<file path="config.mk">
export PLATFORM = sky130hd
export DESIGN_NAME = qdw_walker
export DESIGN_NICKNAME = d
export VERILOG_FILES = /design/src/rtl/qdw_pkg.sv /design/src/rtl/qdw_geom.sv /design/src/rtl/qdw_attr_chk.sv /design/src/rtl/qdw_walker.sv
export SDC_FILE = /design/constraint.sdc
export NUM_CORES = 1
export LEC_CHECK = 0
export BUFFER_PORTS_ARGS = -buffer_cell sky130_fd_sc_hd__buf_2
export CORE_MARGIN = 3
export CORE_UTILIZATION = 51
export CTS_CLUSTER_DIAMETER = 100
export DETAILED_ROUTE_END_ITERATION = 10
export PLACE_DENSITY_LB_ADDON = 0.08
export SYNTH_ARGS = -nofsm -noshare
export SYNTH_HDL_FRONTEND = slang
export SYNTH_SLANG_ARGS = --single-unit
</file>
<file path="constraint.sdc">
create_clock -name clk -period 8.6 [get_ports clk]
set_input_delay 0 -clock clk [delete_from_list [all_inputs] [get_ports clk]]
set_output_delay 0 -clock clk [all_outputs]
set_load 0.005 [all_outputs]
</file>
<file path="src/rtl/qdw_pkg.sv">
package qdw_pkg;

    // action codes in attribute bits 5:3
    localparam logic [2:0] ACT_XFER = 3'd4;
    localparam logic [2:0] ACT_TASK = 3'd5;
    localparam logic [2:0] ACT_LINK = 3'd6;

    typedef enum logic [3:0] {
        ST_IDLE,
        ST_TASK_A,
        ST_TASK_B,
        ST_LINK_A,
        ST_LINK_B,
        ST_XFER_A,
        ST_XFER_B,
        ST_XFER_C,
        ST_EMIT,
        ST_DONE,
        ST_FAULT
    } walk_state_t;

    typedef enum logic [2:0] {
        FLT_NONE  = 3'd0,
        FLT_TASK  = 3'd1,
        FLT_LINK  = 3'd2,
        FLT_XFER  = 3'd3,
        FLT_LIMIT = 3'd4,
        FLT_DCMD  = 3'd5
    } fault_t;

endpackage

</file>
<file path="src/rtl/qdw_geom.sv">
// Slot and descriptor geometry for the latched configuration.
module qdw_geom #(
    parameter int ADDR_W = 32,
    parameter int TAG_W  = 5
) (
    input  logic [ADDR_W-1:0] base,
    input  logic [TAG_W-1:0]  tag,
    input  logic              task16,
    input  logic              addr64,
    input  logic              short_xfer,
    output logic [ADDR_W-1:0] slot_addr,
    output logic [ADDR_W-1:0] link_addr,
    output logic [4:0]        xfer_len
);
    logic [4:0] task_len;
    logic [4:0] link_len;
    logic [5:0] slot_len;

    always_comb begin
        task_len  = task16 ? 5'd16 : 5'd8;
        link_len  = addr64 ? 5'd16 : 5'd8;
        slot_len  = {1'b0, task_len} + {1'b0, link_len};
        xfer_len  = addr64 ? (short_xfer ? 5'd12 : 5'd16) : 5'd8;
        slot_addr = base + ADDR_W'(tag) * ADDR_W'(slot_len);
        link_addr = slot_addr + ADDR_W'(task_len);
    end
endmodule

</file>
<file path="src/rtl/qdw_attr_chk.sv">
// Attribute check of a descriptor word.
// want_valid=1: valid with the expected action; want_valid=0: invalid with end set.
module qdw_attr_chk (
    input  logic       valid_bit,
    input  logic       end_bit,
    input  logic [2:0] act,
    input  logic [2:0] exp_act,
    input  logic       want_valid,
    output logic       ok
);
    always_comb begin
        if (want_valid) ok = valid_bit && (act == exp_act);
        else            ok = !valid_bit && end_bit;
    end
endmodule

</file>
<file path="src/rtl/qdw_walker.sv">
module qdw_walker
    import qdw_pkg::*;
#(
    parameter int ADDR_W    = 32,
    parameter int NUM_SLOTS = 32,
    parameter int DCMD_TAG  = 31,
    parameter int MAX_SEGS  = 8,
    localparam int TAG_W    = $clog2(NUM_SLOTS),
    localparam int CNT_W    = $clog2(MAX_SEGS + 1)
) (
    input  logic              clk,
    input  logic              rst_n,
    input  logic              start,
    input  logic [TAG_W-1:0]  start_tag,
    input  logic [ADDR_W-1:0] cfg_tbl_base,
    input  logic              cfg_task16,
    input  logic              cfg_addr64,
    input  logic              cfg_short_xfer,
    output logic              busy,
    output logic              mem_rd_en,
    output logic [ADDR_W-1:0] mem_rd_addr,
    input  logic [31:0]       mem_rd_data,
    output logic              seg_valid,
    input  logic              seg_ready,
    output logic [63:0]       seg_addr,
    output logic [15:0]       seg_len,
    output logic              seg_dir,
    output logic              seg_last,
    output logic              done,
    output logic              task_dir,
    output logic [15:0]       task_blk_cnt,
    output logic [31:0]       task_blk_addr,
    output logic              err,
    output logic [2:0]        err_code,
    output logic [TAG_W-1:0]  err_tag
);
    walk_state_t       state_q, state_d;
    fault_t            fault_q, fault_d;
    logic              pend_q;
    logic [TAG_W-1:0]  tag_q;
    logic [ADDR_W-1:0] base_q;
    logic              task16_q, addr64_q, short_q;
    logic              dir_q;
    logic [15:0]       cnt_q;
    logic [31:0]       baddr_q;
    logic [ADDR_W-1:0] xptr_q;
    logic [15:0]       slen_q;
    logic              send_q;
    logic [63:0]       saddr_q;
    logic [CNT_W-1:0]  seg_cnt_q;

    logic [ADDR_W-1:0] slot_addr, link_addr;
    logic [4:0]        xfer_len;
    logic [2:0]        exp_act;
    logic              want_valid;
    logic              attr_ok;
    logic              is_dcmd;

    assign is_dcmd = (tag_q == TAG_W'(DCMD_TAG));

    qdw_geom #(.ADDR_W(ADDR_W), .TAG_W(TAG_W)) u_geom (
        .base       (base_q),
        .tag        (tag_q),
        .task16     (task16_q),
        .addr64     (addr64_q),
        .short_xfer (short_q),
        .slot_addr  (slot_addr),
        .link_addr  (link_addr),
        .xfer_len   (xfer_len)
    );

    qdw_attr_chk u_chk (
        .valid_bit  (mem_rd_data[0]),
        .end_bit    (mem_rd_data[1]),
        .act        (mem_rd_data[5:3]),
        .exp_act    (exp_act),
        .want_valid (want_valid),
        .ok         (attr_ok)
    );

    // state register
    always_ff @(posedge clk or negedge rst_n) begin
        if (!rst_n) state_q <= ST_IDLE;
        else        state_q <= state_d;
    end

    // next state and outputs
    always_comb begin
        state_d     = state_q;
        fault_d     = FLT_NONE;
        mem_rd_en   = 1'b0;
        mem_rd_addr = '0;
        exp_act     = ACT_TASK;
        want_valid  = 1'b1;
        unique case (state_q)
            ST_IDLE: begin
                if (start) state_d = ST_TASK_A;
            end
            ST_TASK_A: begin
                mem_rd_addr = slot_addr;
                mem_rd_en   = !pend_q;
                if (pend_q) begin
                    state_d = attr_ok ? ST_TASK_B : ST_FAULT;
                    fault_d = FLT_TASK;
                end
            end
            ST_TASK_B: begin
                mem_rd_addr = slot_addr + ADDR_W'(4);
                mem_rd_en   = !pend_q;
                if (pend_q) state_d = ST_LINK_A;
            end
            ST_LINK_A: begin
                mem_rd_addr = link_addr;
                mem_rd_en   = !pend_q;
                exp_act     = ACT_LINK;
                want_valid  = !is_dcmd;
                if (pend_q) begin
                    if (is_dcmd) begin
                        state_d = attr_ok ? ST_DONE : ST_FAULT;
                        fault_d = FLT_DCMD;
                    end else begin
                        state_d = attr_ok ? ST_LINK_B : ST_FAULT;
                        fault_d = FLT_LINK;
                    end
                end
            end
            ST_LINK_B: begin
                mem_rd_addr = link_addr + ADDR_W'(4);
                mem_rd_en   = !pend_q;
                if (pend_q) state_d = ST_XFER_A;
            end
            ST_XFER_A: begin
                mem_rd_addr = xptr_q;
                mem_rd_en   = !pend_q;
                exp_act     = ACT_XFER;
                if (pend_q) begin
                    state_d = attr_ok ? ST_XFER_B : ST_FAULT;
                    fault_d = FLT_XFER;
                end
            end
            ST_XFER_B: begin
                mem_rd_addr = xptr_q + ADDR_W'(4);
                mem_rd_en   = !pend_q;
                if (pend_q) state_d = addr64_q ? ST_XFER_C : ST_EMIT;
            end
            ST_XFER_C: begin
                mem_rd_addr = xptr_q + ADDR_W'(8);
                mem_rd_en   = !pend_q;
                if (pend_q) state_d = ST_EMIT;
            end
            ST_EMIT: begin
                if (seg_ready) begin
                    if (send_q)                                  state_d = ST_DONE;
                    else if (seg_cnt_q == CNT_W'(MAX_SEGS - 1))  state_d = ST_FAULT;
                    else                                         state_d = ST_XFER_A;
                    fault_d = FLT_LIMIT;
                end
            end
            ST_DONE:  state_d = ST_IDLE;
            ST_FAULT: state_d = ST_IDLE;
            default:  state_d = ST_IDLE;
        endcase
    end

    assign busy      = (state_q != ST_IDLE);
    assign seg_valid = (state_q == ST_EMIT);
    assign done      = (state_q == ST_DONE);
    assign err       = (state_q == ST_FAULT);

    // datapath captures
    always_ff @(posedge clk or negedge rst_n) begin
        if (!rst_n) begin
            pend_q    <= 1'b0;
            tag_q     <= '0;
            base_q    <= '0;
            task16_q  <= 1'b0;
            addr64_q  <= 1'b0;
            short_q   <= 1'b0;
            dir_q     <= 1'b0;
            cnt_q     <= '0;
            baddr_q   <= '0;
            xptr_q    <= '0;
            slen_q    <= '0;
            send_q    <= 1'b0;
            saddr_q   <= '0;
            seg_cnt_q <= '0;
            fault_q   <= FLT_NONE;
        end else begin
            pend_q <= mem_rd_en;
            if (state_q == ST_IDLE && start) begin
                tag_q     <= start_tag;
                base_q    <= cfg_tbl_base;
                task16_q  <= cfg_task16;
                addr64_q  <= cfg_addr64;
                short_q   <= cfg_short_xfer;
                seg_cnt_q <= '0;
                fault_q   <= FLT_NONE;
            end
            if (state_d == ST_FAULT && state_q != ST_FAULT) fault_q <= fault_d;
            if (pend_q) begin
                unique case (state_q)
                    ST_TASK_A: begin
                        dir_q <= mem_rd_data[12];
                        cnt_q <= mem_rd_data[31:16];
                    end
                    ST_TASK_B: baddr_q <= mem_rd_data;
                    ST_LINK_B: xptr_q  <= mem_rd_data[ADDR_W-1:0];
                    ST_XFER_A: begin
                        slen_q <= mem_rd_data[31:16];
                        send_q <= mem_rd_data[1];
                    end
                    ST_XFER_B: saddr_q <= {32'h0, mem_rd_data};
                    ST_XFER_C: saddr_q[63:32] <= mem_rd_data;
                    default: ;
                endcase
            end
            if (state_q == ST_EMIT && seg_ready) begin
                seg_cnt_q <= seg_cnt_q + CNT_W'(1);
                xptr_q    <= xptr_q + ADDR_W'(xfer_len);
            end
        end
    end

    assign seg_addr      = saddr_q;
    assign seg_len       = slen_q;
    assign seg_dir       = dir_q;
    assign seg_last      = send_q;
    assign task_dir      = dir_q;
    assign task_blk_cnt  = cnt_q;
    assign task_blk_addr = baddr_q;
    assign err_code      = fault_q;
    assign err_tag       = tag_q;

    // a stalled record holds
    p_seg_hold_r7: assert property (@(posedge clk) disable iff (!rst_n)
        seg_valid && !seg_ready |=> seg_valid && $stable(seg_addr) && $stable(seg_len) && $stable(seg_last));

    // one outstanding read, word aligned
    p_rd_spacing_r11: assert property (@(posedge clk) disable iff (!rst_n)
        mem_rd_en |=> !mem_rd_en);
    p_rd_align_r11: assert property (@(posedge clk) disable iff (!rst_n)
        mem_rd_en |-> mem_rd_addr[1:0] == 2'b00);

    // never more than MAX_SEGS records per walk
    p_seg_budget_r8: assert property (@(posedge clk) disable iff (!rst_n)
        seg_valid |-> seg_cnt_q < CNT_W'(MAX_SEGS));

    // the walk's tag holds while busy
    p_tag_hold_r10: assert property (@(posedge clk) disable iff (!rst_n)
        busy |=> $stable(err_tag));

    // the direct-command slot produces no records
    p_dcmd_noseg_r9: assert property (@(posedge clk) disable iff (!rst_n)
        seg_valid |-> err_tag != TAG_W'(DCMD_TAG));

endmodule

</file>
[Word-level counts from Yosys, hierarchy flattened]
Index checks and enable logic that the tools add are counted.
Operators by class
  add/subtract/negate cells: 9
  multipliers: 1
  equal/unequal tests: 15
  muxes and demuxes: 41
  reductions and logical operators: 22
Operator list (number)
  one-hot mux 32 bit (7 select lines): 1
  adder 32 x 3 -> 32 bit, second input constant: 3
  two-way mux 32 bit: 3
  two-way mux 4 bit: 18
  adder 32 x 5 -> 32 bit: 2
  one-hot mux 32 bit (2 select lines): 1
  one-hot mux 4 bit (9 select lines): 1
  adder 32 x 11 -> 32 bit: 1
  adder 32 x 4 -> 32 bit, second input constant: 1
  == test 4 x 3 -> 1 bit, second input constant: 5
  two-way mux 5 bit: 4
  == test 4 bit, second input constant: 4
  two-way mux 3 bit: 5
  one-hot mux 3 bit (4 select lines): 1
  AND reduction 2 bit: 6
  multiplier 5 x 6 -> 11 bit: 1
  nonzero test 2 bit: 5
  == test 4 x 2 -> 1 bit, second input constant: 2
  OR reduction 7 bit: 1
  adder 5 x 5 -> 6 bit: 1
  == test 5 bit, second input constant: 1
  logical AND 1 bit: 5
  adder 4 x 1 -> 4 bit, second input constant: 1
  == test 4 x 1 -> 1 bit, second input constant: 1
  other kinds (8): 14
Storage, ports and cells
  register bits after elaboration: 214
  bits of input ports: 76
  output and inout port bits: 176

[Longest topological paths before layout]
Gate-level depths: netlist of run 1.
  depth in word-level cells: 12
  gate-level depth with buffers: 23

[Hierarchy]
From an unflattened synthesis of run 1, not the netlist that was laid out.
Second synthesis, totals
  cells, all modules: 1386
  area, all modules: 14018.4 um^2
Modules (own cells, without submodules)
  qdw_walker: times used 1, cells each 1108, area an instance 11766.3 um^2, sequential area each 5355.1 um^2
  qdw_geom: times used 1, cells each 271, area an instance 2200.9 um^2, sequential area each 0.0 um^2
  qdw_attr_chk: times used 1, cells each 7, area an instance 51.3 um^2, sequential area each 0.0 um^2

[Worst setup path after synthesis of run 1]
OpenSTA, ideal clock, no wires.
  kind: reg-to-output
  from: reg addr64_q
  to: out mem_rd_addr[29]
  data arrival time: 6277 ps
  data required time: 8600 ps
  slack: 2323 ps
  stages on the path, launching flop included: 23
  path buffers: 0
  cells stage by stage: dfrtp_1 ha_1 nand2_1 fa_1 inv_1 fa_1 inv_1 fa_1 inv_1 ha_1 or2_1 a41oi_4 a21oi_1 xor2_1 nand4_1 nor4b_1 xnor2_1 a21boi_0 or3b_4 nor3_4 nand4b_1 xor2_1 a221o_1
On the way
  word-level cells in the longest chain between the ends: 7
  elaborated cells on any way between the ends: 8
Ends and longest elaborated chain
  from (decl): RTL line qdw_walker.sv:42  | logic task16_q, addr64_q, short_q;
  from (signal assigned): RTL line qdw_walker.sv:194  | addr64_q <= cfg_addr64;
  two-way mux 5 bit *: RTL line qdw_geom.sv:21  | link_len = addr64 ? 5'd16 : 5'd8;
  adder 5 x 5 -> 6 bit *: RTL line qdw_geom.sv:22  | slot_len = {1'b0, task_len} + {1'b0, link_len};
  multiplier 5 x 6 -> 11 bit *: RTL line qdw_geom.sv:24  | slot_addr = base + ADDR_W'(tag) * ADDR_W'(slot_len);
  adder 32 x 11 -> 32 bit *: RTL line qdw_geom.sv:24
  adder 32 x 5 -> 32 bit: RTL line qdw_geom.sv:25  | link_addr = slot_addr + ADDR_W'(task_len);
  adder 32 x 3 -> 32 bit: RTL line qdw_walker.sv:128  | mem_rd_addr = link_addr + ADDR_W'(4);
  one-hot mux 32 bit (7 select lines) *: RTL line qdw_walker.sv:95  | unique case (state_q)
  to (decl): RTL line qdw_walker.sv:21  | output logic [ADDR_W-1:0] mem_rd_addr,
Mark *: on every way between the ends. The rest lies on a longest branch, timed or not.

[Final worst setup path of run 1]
  from: reg addr64_q
  to: out mem_rd_addr[26]
Same word-level chain as after synthesis.

==> impl_metrics.env, run 1 <==
export IMPL_syn_num_nets=1583
export IMPL_postRouteAntennaNets=0
export IMPL_io_pins=252
export IMPL_syn_area_um2=13600
export IMPL_initial_core_util_pct=51.9
export IMPL_critical_path_class="reg -> out"
export IMPL_fin_crit_sh_pct=92.3
export IMPL_rows=59
export IMPL_rsz0062_at_grt="no"
export IMPL_critPathBufInv=4
export IMPL_async_flop_share_pct=100
export IMPL_end_kind="primary output"
export IMPL_path_max_fanout=9
export IMPL_power_mw=7.62
export IMPL_coreArea_um2=26100
export IMPL_synth_ff_type="dfrtp_1"
export IMPL_cp_start_kind="flip-flop"
export IMPL_finalSetupTns_ns=0
export IMPL_clk_pin_slew_worst_paths_ns=0.06
export IMPL_power_density_nw_per_um2=460
export IMPL_nNetsFinal=1852
export IMPL_die_y_um=169
export IMPL_pre_cts_ws_ns=1.19
export IMPL_grt_max_degree=88
export IMPL_drt_iter0_drc=977
export IMPL_crit_slowest_cell="nor4_1"
export IMPL_cp_depth=23
export IMPL_grt_pass1_vias=12400
export IMPL_place_congestion=0.963
export IMPL_tightestPinTransition_ns=1.12
export IMPL_timing_final_hold_violations=0
export IMPL_hp_class="in -> async"
export IMPL_worst_slack_ns=0.664
export IMPL_cp_required_ns=8.60
export IMPL_crit_start="addr64_q"
export IMPL_synth_yosys_seq_area_share_pct=39.5
export IMPL_clock_latency_ns=0.54
export IMPL_path_cells="ha_1, nand2_1, fa_1, inv_1, fa_1, inv_1, fa_1, inv_1, ha_1, a211oi_1, nor2_1, xor2_1, and2_1, and3_1, nor3_1, a311oi_1, and2_1, nand4_1, nor4_1, nand2_1, xor2_1, o221ai_1, buf_2"
export IMPL_rr_startpoint="state_q[3]"
export IMPL_drv_slew=0
export IMPL_drtPass1Iterations=5
export IMPL_ff2ff_path_depth=6
export IMPL_drt_vias_per_instance=5.95
export IMPL_io_buffer_count=251
export IMPL_fin_skew_ns=0.00883
export IMPL_cts_buffers=24
export IMPL_synth_edf_count=0
export IMPL_relSlewSlack_pct=25.2
export IMPL_max_vdd_ir_drop_mv=0.342
export IMPL_r2r_slack_ns=4.65
export IMPL_worstSetupEndpoint="mem_rd_addr[26]"
export IMPL_period_minus_slack_ns=7.94
export IMPL_antenna_found_initial=0
export IMPL_cts_sinks=214
export IMPL_cts_root_buf="clkbuf_16"
export IMPL_ys_types=75
export IMPL_cap_violations=0
export IMPL_grt_pass1_wl_mm=67.8
export IMPL_slowest_delay_ns=0.74
export IMPL_postCtsSetupBuffers=0
export IMPL_crit_arrival_ns=7.94
export IMPL_synth_seq_cells=214
export IMPL_routed_wl_mm=42.2
export IMPL_fillers=2311
export IMPL_utilization_pct=63.4
export IMPL_vias=12400
export IMPL_dieWidth_um=169
export IMPL_post_drt_wl_per_cell_um=20.2
export IMPL_grtUsageTotal_pct=29.0
export IMPL_fmax_ghz=0.126
export IMPL_insertedDiodeCount=0
export IMPL_overflow=0
export IMPL_reg2reg_to="xptr_q[24]"
export IMPL_yosysWarnings=0
export IMPL_synth_avg_cell_area_um2=9.24
export IMPL_syn_to_final_growth_pct=22.2
export IMPL_dp_final_hpwl_mm=30.0
export IMPL_synthCells=1468
export IMPL_cts_tree="built"
export IMPL_p_leak_nw=7.31
export IMPL_layout_drive_gt1_share_pct=26.7
export IMPL_htree_levels=1
export IMPL_drc=0
export IMPL_hold_ws_ns=0.0582
export IMPL_setup_violations=0
export IMPL_die_area_um2=28600
export IMPL_cts_buffer_depth=3
export IMPL_cpLargestDelayFamily="adder cells"
export IMPL_outcome="completed"
## kinds of logic (layout without fill, tap and decap cells)
group / after synthesis / in the layout / synth area share (%)
compound gates: 297 / 297 / 14.4
mux: 149 / 149 / 12.3
xor+xnor: 105 / 105 / 6.78
simple gates: 533 / 533 / 19.2
fa+ha+maj: 39 / 39 / 4.20
buf+inv: 131 / 418 / 3.70
flops: 214 / 214 / 39.5
## worst min-delay path by stage
stage | endpoint | slack (ns) | startpoint
final | err_tag[2] | 0.06 | rst_n
after global routing | state_q[0] | 0.06 | seg_ready
after detailed placement | err_tag[3] | 0.05 | rst_n
after floorplan | addr64_q | -0.30 | rst_n
after CTS | state_q[2] | 0.02 | seg_ready
after global placement | err_tag[4] | 0.04 | rst_n
## report_power, final
part | total [mW] | leakage [nW] | switching (mW) | internal (mW)
Combinational | 4.69 | 4.29 | 2.66 | 2.04
Clock | 1.01 | 0.390 | 0.430 | 0.582
Sequential | 1.92 | 2.63 | 0.471 | 1.45
Total | 7.62 | 7.31 | 3.56 | 4.07
## synthesized netlist by cell type, types with 4 or more instances
cell,number,area (um2)
dfrtp_1,214,5360
nand2_1,180,676
mux2_2,140,1580
o21ai_0,108,541
nor2_1,106,398
clkbuf_1,86,323
xnor2_1,63,552
a21oi_1,48,240
nand3_1,47,235
nor3_1,44,220
xor2_1,42,368
nand4_1,33,206
inv_1,31,116
a221o_1,28,280
ha_1,28,350
and3_1,23,144
and2_1,19,119
o22ai_1,18,113
o221ai_1,16,140
a22oi_1,12,90.1
nor2b_1,12,75.1
fa_1,11,220
buf_1,9,33.8
mux2i_1,9,90.1
nor4_1,9,56.3
or3_1,9,56.3
a31oi_1,8,50.1
nor3b_1,8,60.1
o21ai_1,8,40.0
a211oi_1,7,52.6
a21o_1,7,52.6
nand2b_1,7,43.8
and4_1,6,52.6
nand3b_1,5,37.5
a221oi_1,4,35.0
nor4b_1,4,35.0
o211ai_1,4,30.0
o21a_1,4,30.0
## layout make-up
class	instances	area [um2]	area share, %
multi-input combinational	1123	7760	46.8
sequential	214	5360	32.3
timing repair buffer	342	2140	12.9
clock buffer	32	671	4.04
tap	335	419	2.53
inverter	32	120	0.724
clock inverter	12	116	0.702
## sequential cells by signal, indices dropped and copies added, names as in the netlist
name           flops
task_blk_cnt      16
seg_last           1
addr64_q           1
seg_addr          64
short_q            1
pend_q             1
task_blk_addr     32
err_tag            5
err_code           3
state_q            4
seg_dir            1
base_q            32
seg_cnt_q          4
xptr_q            32
task16_q           1
seg_len           16
## placed cells by master, fill, tap and decap left out, types with 8 or more instances in the layout
master,synthesis,final
nand4_1,33,33
nor4_1,9,9
xnor2_1,63,63
a22oi_1,12,12
xor2_1,42,41
dlygate4sd3_1,0,76
nor2b_1,12,12
o22ai_1,18,18
nand2_1,180,180
and3_1,23,23
a221o_1,28,28
clkbuf_16,0,24
nor3_1,44,44
inv_1,31,31
o21ai_0,108,108
nand3_1,47,44
o21ai_1,8,8
o221ai_1,16,16
mux2_2,140,140
nor2_1,106,104
mux2i_1,9,9
buf_4,2,15
a31oi_1,8,8
a21oi_1,48,48
dfrtp_1,214,213
fa_1,11,11
ha_1,28,28
or3_1,9,9
and2_1,19,19
buf_2,2,250
clkinv_2,0,8
## metal layers
layer / track usage (%) / up-vias / wire [um]
met5: 0 / - / 0
met2: 47.2 / 502 / 19500
met3: 6.35 / 57 / 3510
met4: 6.44 / 0 / 941
li1: - / 5813 / -
met1: 40.2 / 6056 / 18300
## stage by stage
step | std cells | cell area, um2
after floorplan | 1468 | 13600
after global placement | 1970 | 15000
after detailed placement | 1970 | 15000
after CTS | 2090 | 16600
after global routing | 2090 | 16600
final | 2090 | 16600
## repair_timing
item,4_1_cts,5_1_grt
endpoints found under the setup margin,0,1
hold endpoints to repair,288,0
gates resized for setup,0,1
hold buffers,76,0
Note: power is estimated with default switching activity, not from simulation.
==> run 2: changes to the inputs <==
Settings changed: PLACE_DENSITY from default to 0.84, PLACE_DENSITY_LB_ADDON 0.08 to default.
==> run 2 against run 1 <==
  * Wire length increased by 3.2%
  * Global-route usage increased by 0.51 points
  * Cell count decreased by 0.24%
  * Critical endpoint unchanged
  * Highest routed layer unchanged
==> impl_metrics.env, run 2 (synthesis results as in run 1) <==
export IMPL_hp_class="in -> reg"
export IMPL_cts_resized_gates=0
export IMPL_highest_layer="met4"
export IMPL_layout_drive_gt1_share_pct=26.6
export IMPL_cts_tree="built"
export IMPL_initial_core_util_pct=51.9
export IMPL_vias=12700
export IMPL_rsz0062_at_grt="no"
export IMPL_io_buffer_count=251
export IMPL_cts_sinks=214
export IMPL_regArea_um2=5360
export IMPL_end_kind="primary output"
export IMPL_timing_final_hold_violations=0
export IMPL_relSlewSlack_pct=18.0
export IMPL_antenna_found_initial=0
export IMPL_stdcell_area_um2=16600
export IMPL_wl_met1_mm=18.1
export IMPL_cp_depth=23
export IMPL_power_density_nw_per_um2=466
export IMPL_grt_pass1_vias=12500
export IMPL_fin_skew_ns=0.0156
export IMPL_drt_iter0_drc=1389
export IMPL_grtUsageTotal_pct=29.6
export IMPL_dieWidth_um=169
export IMPL_critical_path_class="reg -> out"
export IMPL_nNetsFinal=1848
export IMPL_drtPass1Iterations=7
export IMPL_drt_vias_per_instance=6.07
export IMPL_largest_reg_flops=64
export IMPL_cts_root_buf="clkbuf_16"
export IMPL_path_cells="ha_1, nand2_1, fa_1, inv_1, fa_1, inv_1, fa_1, inv_1, ha_1, or2_1, a41oi_4, a21oi_1, xor2_1, nand4_1, nor4_1, and2_0, xnor2_1, a221oi_1, nor3_4, nand2_1, xor2_1, o221ai_1, buf_2"
export IMPL_die_y_um=169
export IMPL_place_congestion=0.953
export IMPL_io_pins=252
export IMPL_overflow=0
export IMPL_fillers=2106
export IMPL_drv_slew=0
export IMPL_setup_violations=0
export IMPL_cpLargestDelayFamily="adder cells"
export IMPL_drc=0
export IMPL_slowest_delay_ns=0.60
export IMPL_placed_area_um2=15000
export IMPL_cts_buffers=23
export IMPL_cap_violations=0
export IMPL_coreArea_um2=26100
export IMPL_die_area_um2=28600
export IMPL_wl_met3_mm=4.13
export IMPL_path_max_fanout=10
export IMPL_clk_pin_slew_worst_paths_ns=0.06
export IMPL_most_common_layout_cells="buf_2, dfrtp_1, nand2_1"
export IMPL_met2WireLength_mm=20.3
export IMPL_final_common_cell="buf_2"
export IMPL_clock_latency_ns=0.53
export IMPL_grt_max_degree=99
export IMPL_dp_final_hpwl_mm=30.0
export IMPL_rows=59
export IMPL_multiInputGateArea_um2=7750
export IMPL_crit_arrival_ns=7.84
export IMPL_holdPathStages=6
export IMPL_critPathBufInv=4
export IMPL_fin_crit_sh_pct=91.2
export IMPL_cp_start_kind="flip-flop"
export IMPL_period_minus_slack_ns=7.84
export IMPL_htree_levels=1
export IMPL_cts_buffer_depth=3
export IMPL_tightestPinTransition_ns=1.23
export IMPL_ff2ff_path_depth=12
export IMPL_syn_to_final_growth_pct=22.0
export IMPL_routed_wl_mm=43.6
export IMPL_postRouteAntennaNets=0
export IMPL_post_drt_wl_per_cell_um=20.9
export IMPL_finalSetupTns_ns=0
export IMPL_fmax_ghz=0.128
export IMPL_insertedDiodeCount=0
export IMPL_cp_required_ns=8.60
export IMPL_utilization_pct=63.4
export IMPL_worst_slack_ns=0.758
export IMPL_grt_pass1_wl_mm=68.5
export IMPL_outcome="completed"
export IMPL_p_leak_nw=7.31
export IMPL_max_vdd_ir_drop_mv=0.411
export IMPL_pre_cts_ws_ns=1.36
export IMPL_crit_slowest_cell="xor2_1"
run 2: final timing paths:
| check | endpoint | from | slack (ns) |
|---|---|---|---|
| setup / recovery | mem_rd_addr[26] | addr64_q | 0.76 |
| hold / removal | state_q[2] | seg_ready | 0.06 |
| setup reg to reg | err_code[2] | state_q[0] | 4.31 |
| hold reg to reg | seg_addr[59] | seg_addr[59] | 0.47 |
| max in group asynchronous | task_blk_cnt[14] | rst_n | 6.45 |
| min in group asynchronous | seg_addr[45] | rst_n | 0.10 |
run 2: cell type report:
type | count | share of cell area (%)
Clock buffer | 33 | 4.25
Inverter | 32 | 0.725
Clock inverter | 9 | 0.559
Multi-Input combinational cell | 1123 | 46.8
Tap cell | 335 | 2.53
Timing Repair Buffer | 339 | 12.8
Sequential cell | 214 | 32.4
run 2: metrics by stage:
step | cells | hold WS, ns | total power, mW
after global placement | 1967 | 0.126 | 6.35
after global routing | 2085 | 0.0904 | 8.31
after detailed placement | 1967 | 0.151 | 6.48
after floorplan | 1468 | -0.296 | 5.08
after CTS | 2085 | 0.0375 | 7.61
final | 2085 | 0.0618 | 7.71
run 2: timing repair:
action | CTS | global route
hold buffers | 76 | 0
buffers inserted | 0 | 0
endpoints found under the hold margin | 299 | 0
run 2: power by group:
group / internal, mW / total, mW / switching (mW)
Combinational: 2.03 / 4.75 / 2.72
Sequential: 1.45 / 1.93 / 0.485
Clock: 0.603 / 1.03 / 0.423
Total: 4.08 / 7.71 / 3.63
run 2: metal layers:
metal	vias up	track usage, %
met4	0	6.97
met5	-	0
met2	680	48.7
li1	5799	-
met1	6084	40.6
met3	88	5.93
run 2: worst reg2reg max path: cells and delay by family (launching register included):
kind	cells	cell delay, ns
simple gates	6	2.08
buf+inv	2	0.88
compound gates	4	0.86
flops	1	0.35
==> run 3: changes to the inputs <==
Settings changed: CTS_BUF_LIST from default to sky130_fd_sc_hd__clkbuf_16.
==> run 3 against run 2 <==
  * Critical path depth unchanged
  * First-iteration DRC count decreased by 1.6%
  * Flip-flop and latch count is the same
==> impl_metrics.env, run 3 (synthesis results as in run 1) <==
export IMPL_die_area_um2=28600
export IMPL_finalSetupTns_ns=0
export IMPL_cts_sinks=214
export IMPL_path_max_fanout=9
export IMPL_grtUsageTotal_pct=29.3
export IMPL_setup_violations=0
export IMPL_critical_path_class="reg -> out"
export IMPL_insertedDiodeCount=0
export IMPL_clock_latency_ns=0.53
export IMPL_syn_to_final_growth_pct=21.3
export IMPL_fmax_ghz=0.127
export IMPL_end_kind="primary output"
export IMPL_final_common_cell="buf_2"
export IMPL_most_common_layout_cells="buf_2, dfrtp_1, nand2_1"
export IMPL_critPathBufInv=4
export IMPL_relSlewSlack_pct=20.4
export IMPL_drv_slew=0
export IMPL_cp_required_ns=8.60
export IMPL_rows=59
export IMPL_rsz0062_at_grt="no"
export IMPL_post_drt_wl_per_cell_um=20.7
export IMPL_cpLargestDelayFamily="simple AND/OR/NAND/NOR gates"
export IMPL_cts_root_buf="clkbuf_16"
export IMPL_hp_class="in -> reg"
export IMPL_path_cells="ha_1, nand2_1, fa_1, inv_1, fa_1, inv_1, fa_1, inv_1, ha_1, a211oi_1, nor2_1, xor2_1, and3_1, nor3b_2, nor3_1, nor3_1, nor4b_2, nand3b_1, nor3_2, nand4b_1, xor2_1, a221o_1, buf_2"
export IMPL_overflow=0
export IMPL_nNetsFinal=1848
export IMPL_worst_slack_ns=0.733
export IMPL_power_density_nw_per_um2=462
export IMPL_slowest_delay_ns=0.54
export IMPL_dp_final_hpwl_mm=30.0
export IMPL_cp_start_kind="flip-flop"
export IMPL_fin_crit_sh_pct=91.5
export IMPL_grt_pass1_vias=12400
export IMPL_io_pins=252
export IMPL_dieWidth_um=169
export IMPL_cts_tree="built"
export IMPL_largest_reg_flops=64
export IMPL_cts_buffer_depth=3
export IMPL_utilization_pct=63.0
export IMPL_pre_cts_ws_ns=1.36
export IMPL_tightestPinTransition_ns=1.19
export IMPL_cts_resized_gates=0
export IMPL_period_minus_slack_ns=7.87
export IMPL_drt_vias_per_instance=6.05
export IMPL_grt_max_degree=99
export IMPL_crit_slowest_cell="fa_1"
export IMPL_place_congestion=0.953
export IMPL_stdcell_area_um2=16500
export IMPL_io_buffer_count=251
export IMPL_die_y_um=169
export IMPL_placed_area_um2=15000
export IMPL_htree_levels=1
export IMPL_vias=12600
export IMPL_drtPass1Iterations=9
export IMPL_outcome="completed"
export IMPL_postRouteAntennaNets=0
export IMPL_crit_arrival_ns=7.87
export IMPL_routed_wl_mm=43.3
export IMPL_timing_final_hold_violations=0
export IMPL_fin_skew_ns=0.0177
export IMPL_max_vdd_ir_drop_mv=0.411
export IMPL_grt_pass1_wl_mm=68.0
export IMPL_layout_drive_gt1_share_pct=26.1
export IMPL_p_leak_nw=7.26
export IMPL_antenna_found_initial=0
export IMPL_drc=0
export IMPL_initial_core_util_pct=51.9
export IMPL_clk_pin_slew_worst_paths_ns=0.06
export IMPL_drt_iter0_drc=1367
export IMPL_cap_violations=0
export IMPL_cts_buffers=23
export IMPL_coreArea_um2=26100
run 3: worst paths after layout:
kind	start	endpoint	slack, ns	cells past startpoint
setup / recovery	addr64_q	mem_rd_addr[29]	0.73	23
hold / removal	seg_ready	state_q[2]	0.07	6
setup reg to reg	state_q[0]	err_code[2]	4.20	12
hold reg to reg	seg_addr[59]	seg_addr[59]	0.48	2
max in group asynchronous	rst_n	task_blk_cnt[12]	6.45	4
min in group asynchronous	rst_n	seg_addr[45]	0.09	2
run 3: where the power goes:
part / leakage (nW) / internal (mW) / switching (mW)
Clock: 0.355 / 0.521 / 0.424
Sequential: 2.63 / 1.45 / 0.483
Combinational: 4.28 / 2.03 / 2.71
Total: 7.26 / 4.00 / 3.61
run 3: layer usage:
metal	wire length, um	vias up	global-route usage [%]
li1	-	5805	-
met1	17900	6069	40.1
met2	20000	641	48.0
met3	4120	98	6.21
met4	1180	0	7.29
met5	0	-	0
run 3: area by class of cell:
type	instances	area [um2]
clock buffers	23	576
clock inverters	19	130
fillers	2116	9670
inverters	32	120
multi-input cells	1123	7750
flip-flops and latches	214	5360
well taps	335	419
repair buffers	339	2120
run 3: timing repair:
item | 4_1_cts | 5_1_grt
hold buffers | 76 | 0
buffers inserted | 0 | 0
hold endpoints to repair | 299 | 0
run 3: worst register-to-register path: cells and delay by family (launching register included):
kind | cells | cell delay, ns
AND/OR/NAND/NOR | 6 | 2.11
flip-flops | 1 | 0.35
AO/OA/AOI/OAI | 4 | 0.93
buffers and inverters | 2 | 0.89
run 3: metrics by stage:
step                hold slack (ns)  cells  power [mW]
global route                 0.0874   2085        8.23
finish                       0.0659   2085        7.61
global placement              0.126   1967        6.35
detailed placement            0.151   1967        6.48
CTS                          0.0372   2085        7.53
floorplan                    -0.296   1468        5.08
